File: src/rtl/vl_set_unit.sv
module vl_set_unit #(
  parameter int XLEN   = 64,
  parameter int MVL_W  = 7,
  parameter int SVL_W  = 2,
  parameter int DEST_W = 5
) (
  input  logic              clk,
  input  logic              rst_n,
  input  logic              set_valid,
  input  logic [1:0]        set_src,
  input  logic              set_mvl_load,
  input  logic [MVL_W-1:0]  set_mvl_imm,
  input  logic [MVL_W-1:0]  set_vl_imm,
  input  logic [XLEN-1:0]   set_reg_op,
  input  logic [XLEN-1:0]   set_cnt_op,
  input  logic [SVL_W-1:0]  set_subvl,
  input  logic [DEST_W-1:0] set_dest,
  input  logic              wr_valid,
  input  logic [MVL_W-1:0]  wr_mvl,
  input  logic [MVL_W-1:0]  wr_vl,
  input  logic [SVL_W-1:0]  wr_subvl,
  output logic [MVL_W-1:0]  mvl,
  output logic [MVL_W-1:0]  vl,
  output logic [SVL_W-1:0]  subvl,
  output logic              wb_valid,
  output logic [DEST_W-1:0] wb_dest,
  output logic [XLEN-1:0]   wb_data
);
  localparam int PAD = XLEN - MVL_W;

  logic             take_set;
  logic [MVL_W-1:0] mvl_nx;
  logic [XLEN-1:0]  req_len;
  logic [MVL_W-1:0] vl_nx;

  assign take_set = set_valid & ~wr_valid;
  assign mvl_nx   = set_mvl_load ? set_mvl_imm : mvl;

  always_comb begin
    case (set_src)
      2'b00:   req_len = {{PAD{1'b0}}, set_vl_imm};
      2'b01:   req_len = set_reg_op;
      2'b10:   req_len = set_cnt_op;
      default: req_len = {{PAD{1'b0}}, mvl_nx};
    endcase
  end

  assign vl_nx   = (req_len < {{PAD{1'b0}}, mvl_nx}) ? req_len[MVL_W-1:0] : mvl_nx;
  assign wb_data = {{PAD{1'b0}}, vl};

  always_ff @(posedge clk) begin
    if (!rst_n) begin
      mvl      <= '0;
      vl       <= '0;
      subvl    <= '0;
      wb_valid <= 1'b0;
      wb_dest  <= '0;
    end else begin
      wb_valid <= take_set && (set_dest != '0);
      if (take_set) wb_dest <= set_dest;
      if (wr_valid) begin
        mvl   <= wr_mvl;
        vl    <= wr_vl;
        subvl <= wr_subvl;
      end else if (set_valid) begin
        mvl   <= mvl_nx;
        vl    <= vl_nx;
        subvl <= set_subvl;
      end
    end
  end


  vl_in_range_chk: assert property (@(posedge clk) disable iff (!rst_n)
    (set_valid && !wr_valid) |=> (vl <= mvl));


  mvl_hold_chk: assert property (@(posedge clk) disable iff (!rst_n)
    (set_valid && !wr_valid && !set_mvl_load) |=> $stable(mvl));


  wb_nonzero_dest_chk: assert property (@(posedge clk) disable iff (!rst_n)
    wb_valid |-> (wb_dest != '0));


  wb_only_after_set_chk: assert property (@(posedge clk) disable iff (!rst_n)
    !(set_valid && !wr_valid) |=> !wb_valid);


  direct_write_chk: assert property (@(posedge clk) disable iff (!rst_n)
    wr_valid |=> (vl == $past(wr_vl) && mvl == $past(wr_mvl) && subvl == $past(wr_subvl)));


  idle_hold_chk: assert property (@(posedge clk) disable iff (!rst_n)
    (!set_valid && !wr_valid) |=> ($stable(mvl) && $stable(vl) && $stable(subvl)));
endmodule

File: config.mk
export PLATFORM = sky130hd
export DESIGN_NAME = vl_set_unit
export DESIGN_NICKNAME = d
export VERILOG_FILES = /design/src/rtl/vl_set_unit.sv
export SDC_FILE = /design/constraint.sdc
export NUM_CORES = 1
export LEC_CHECK = 0
export BUFFER_PORTS_ARGS = -buffer_cell sky130_fd_sc_hd__buf_4
export CAP_MARGIN = 40
export CORE_AREA = 5 5 97 99
export DETAILED_ROUTE_END_ITERATION = 16
export DIE_AREA = 0 0 102 104
export PLACE_DENSITY_LB_ADDON = 0.25
export SYNTH_ARGS = -nofsm -noshare
export SYNTH_HDL_FRONTEND = slang
export SYNTH_SLANG_ARGS = --single-unit
export TNS_END_PERCENT = 50
File: constraint.sdc
create_clock -name clk -period 4.9 [get_ports clk]
set_input_delay 0.49 -clock clk [delete_from_list [all_inputs] [get_ports clk]]
set_output_delay 0.49 -clock clk [all_outputs]
set_load 0.05 [all_outputs]
# After elaboration in Yosys (flattened, before gate mapping)
# Cells that the tools add are included.
# classes
magnitude_cmp,1
eq_ne,2
n_mux,9
bitwise,2
reduce_logical,4
# op_table
cell,n
$pmux W64 S3,1
$lt A64 B7 Y1,1
$mux W7,6
$reduce_bool A5 Y1,1
$mux W2,2
$eq A2 B1 Y1 const B,1
$eq A2 B2 Y1 const B,1
$logic_not A2 Y1,1
$reduce_bool A2 Y1,1
$and A1 B1 Y1,1
$logic_and A1 B1 Y1,1
$not A1 Y1,1
# word_totals
regBits,22
in_bits,172
out_inout_bits,86

# Logic depth before layout (Yosys ltp)
# depth
word_depth,6
mapped_depth,12

# Worst setup path after synthesis
# Ideal clock, no wire load.
# synth_timing
path_kind,input -> register
startpoint,input port set_mvl_load
endpoint,register vl[1]
setup_time_ns,0.122
t_arrival_ns,3.025
required_ns,4.778
setup_slack_ns,1.753
stages,11
n_path_buf,2
cell_sequence,buf_6 mux2i_1 inv_1 mux4_2 ha_1 a211o_1 o41ai_1 o32ai_1 or2_0 buf_2 a221o_1
# synth_between
elab_chain_cells,6
# synth_rtl
element,line_no,text
"start, declared",11,"input logic set_mvl_load,"
$mux W7 (*),37,assign mvl_nx = set_mvl_load ? set_mvl_imm : mvl;
$pmux W64 S3,40,case (set_src)
$lt A64 B7 Y1,48,"assign vl_nx = (req_len < {{PAD{1'b0}}, mvl_nx}) ? req_len[MVL_W-1:0] : mvl_nx;"
$mux W7 (*),48,
$mux W7 (*),65,end else if (set_valid) begin
$mux W7 (*),61,if (wr_valid) begin
"end signal, assigned",63,vl <= wr_vl;
"end signal, assigned",67,vl <= vl_nx;
"end, declared",23,"output logic [MVL_W-1:0] vl,"
# Every way passes the cells marked *; elsewhere a longest branch is shown, timed or not. The select of a mux whose other input is x is not followed.
# A chain may end at the register's enable or synchronous reset.

# Worst setup path after layout
# Ends and elaborated chain as after synthesis.

==> reports/results.ini <==
[hold_path]
hold_start=wr_mvl[3]
worstHoldPathType=in -> reg

[critical_path]
critPathLaunch=set_mvl_load
end_kind=flop
worstSetupPathType=in -> reg
cp.required_ns=5.05
startpoint_type=primary input
cp_max_fo=8
critPathArrivalTime_ns=3.33
r2r-start=mvl[3]$_SDFFE_PN0P_

[placement]
port_buffers=200
dp_hpwl_mm=8.44
gp_congestion=0.896
placed_cells=574

[cts]
cts_max_path_buffers=2
cts_root_buf=clkbuf_8
cts.sinks=22
cts-buffers-inserted=3
clk_pin_slew_ns=0.09
clock_latency_ns=0.26
tritoncts=built
cts-hold-fix-buffers=0
post-cts-setup-buffer-count=0
post_cts_resized=0
cts_htree_levels=1

[layout]
drive_gt1_share_pct=45.0
syn_to_final_growth_pct=61.8
layout_common_cells=200 x buf_4, 57 x conb_1, 28 x nor4_1
antenna_cells=0
final_util_pct=42.8
final_common_cell=buf_4
fin_nets=650
fillers=877
fin_cells=579

[timing]
skew_ns=0.00703
tightest_slew_ns=0.709
fin_crit_ns=3.18
final.setup.tns_ns=0
slew_headroom_pct=52.6
drv_slew=0
rsz0062_at_grt=false
hold_slack_ns=0.475
final.period_utilization_pct=64.8
finalSetupViolations=0
hold_viol_final=0
fmax_ghz=0.315

[synthesis]
synthCells=287
synthArstFlopShare_pct=0
synthAdderAreaFrac_pct=3.35
ys_ff_latch=22
ys_warn_count=0
synthTopCellsByArea=buf_4 21%, dfxtp_1 20%, nor4_1 7.8%
synth_top_area_cell=buf_4
synth-edff-count=0
yosysSeqAreaShare_pct=19.6
synthSimpleGateAreaFrac_pct=25.4
synth.avg_cell_area_um2=7.81
synth_compound_area_share_pct=12.6
muxShareOfSynthArea_pct=13.6
synth_flop_cell=dfxtp_1
synth_top_family_by_area=simple AND/OR/NAND/NOR gates
synth.distinct_cells=33
synth_xor_area_share_pct=0
yosysTopAreaCellShare_pct=21.4
syn-cell-area_um2=2240

[global_route]
first_global_vias=2686
grtUsageTotal_pct=16.3
antenna_found_initial=0
grt_max_degree=35
grt-ovfl-total=0
grt_first_pass_wirelength_mm=13.8

[power]
p_sw_share_pct=41.4
p_leak_nw=1.82
clkPwrFrac_pct=22.0
p_int_mw=0.456
p_comb_share_pct=52.2
p_switching_mw=0.323
vdd_drop_max_mv=0.100
power.density_nw_per_um2=215
share_seq_of_total_power_pct=25.9

[floorplanning]
fp.coreArea_um2=8470
fp.dieH_um=104
design.die.area_um2=10600
initial_utilization_pct=26.5
die_w_um=102
rows=34
ios=258

[route]
avgViaCountPerCell=4.51
routed_wl_mm=9.37
route.detailed.drc=0
vias=2611
dr.first_iter.drc_count=65
postRouteAntennaNets=0
wl_per_cell_um=16.2
firstDrtPassIters=4

[run]
max-cap-violations=0

[outcome]
status=completed

[power groups by stage]
stage	clock [mW]	sequential (mW)	combinational, mW
4_1_cts	0.174	0.202	0.406
3_5_place_dp	0	0.206	0.405
5_1_grt	0.190	0.204	0.431
3_3_place_gp	0	0.206	0.400
6_report	0.171	0.202	0.406
2_1_floorplan	0	0.248	0.247
[cells by family (layout without fill, tap and decap cells)]
group | Yosys count | in the layout
adders and majority gates | 6 | 6
muxes | 23 | 23
buffers and inverters | 84 | 212
and+or+nand+nor | 108 | 108
other | 1 | 57
AOI/OAI and AO/OA | 43 | 43
DFF | 22 | 22
[flip-flops by register name, summed over array words and instances, names as in the netlist]
signal,flops
mvl,7
subvl,2
vl,7
wb_dest,5
wb_valid,1
[final timing paths]
| check | endpoint | slack (ns) | cells past startpoint |
|---|---|---|---|
| max | vl[1]$_SDFFE_PN0P_ | 1.72 | 11 |
| min | mvl[3]$_SDFFE_PN0P_ | 0.47 | 3 |
| max reg2reg | vl[1]$_SDFFE_PN0P_ | 1.86 | 10 |
| min reg2reg | wb_dest[0]$_SDFFE_PN0P_ | 0.53 | 2 |
[per-layer routing]
layer / vias to the layer above / global-route usage [%] / routed length (um)
met2: 135 / 30.2 / 5040
met3: 6 / 2.95 / 756
met5: - / 0 / 0
met4: 0 / 2.81 / 70
met1: 1183 / 19.4 / 3500
li1: 1287 / - / -
[stage by stage]
| stage | setup slack [ns] | instance area, um2 | power [mW] |
|---|---|---|---|
| after detailed placement | 1.33 | 3550 | 0.611 |
| after CTS | 1.59 | 3620 | 0.782 |
| after global placement | 1.55 | 3550 | 0.606 |
| final | 1.72 | 3630 | 0.779 |
| after floorplan | 1.75 | 2450 | 0.495 |
| after global routing | 1.48 | 3630 | 0.824 |
[cell usage after synthesis (all sizes together), types with 7 or more instances]
library cell	n
mux2i	17
clkbuf	7
nor2	16
nand2	21
a211oi	8
inv	7
nor3	9
a21oi	10
o21ai	14
nor2b	13
buf	70
nor4	28
dfxtp	22
nand2b	7
[final cells by class]
class / count / area [um2] / area share, %
clock buffer: 3 / 41.3 / 1.14
timing repair buffer: 201 / 1510 / 41.5
sequential: 22 / 440 / 12.1
multi-input combinational: 237 / 1450 / 39.9
inverter: 7 / 26.3 / 0.724
tap: 108 / 135 / 3.73
clock inverter: 1 / 30.0 / 0.828
[worst max-delay path, stage by stage]
cell and delay [ns]:
buf_4 0.16, mux2i_1 0.38, inv_1 0.07, mux4_2 0.48
ha_1 0.23, a211o_1 0.26, o41ai_1 0.23, o32ai_1 0.14
buf_2 0.19, or2_0 0.34, a221o_1 0.36
(Power assumes the default switching activity.)
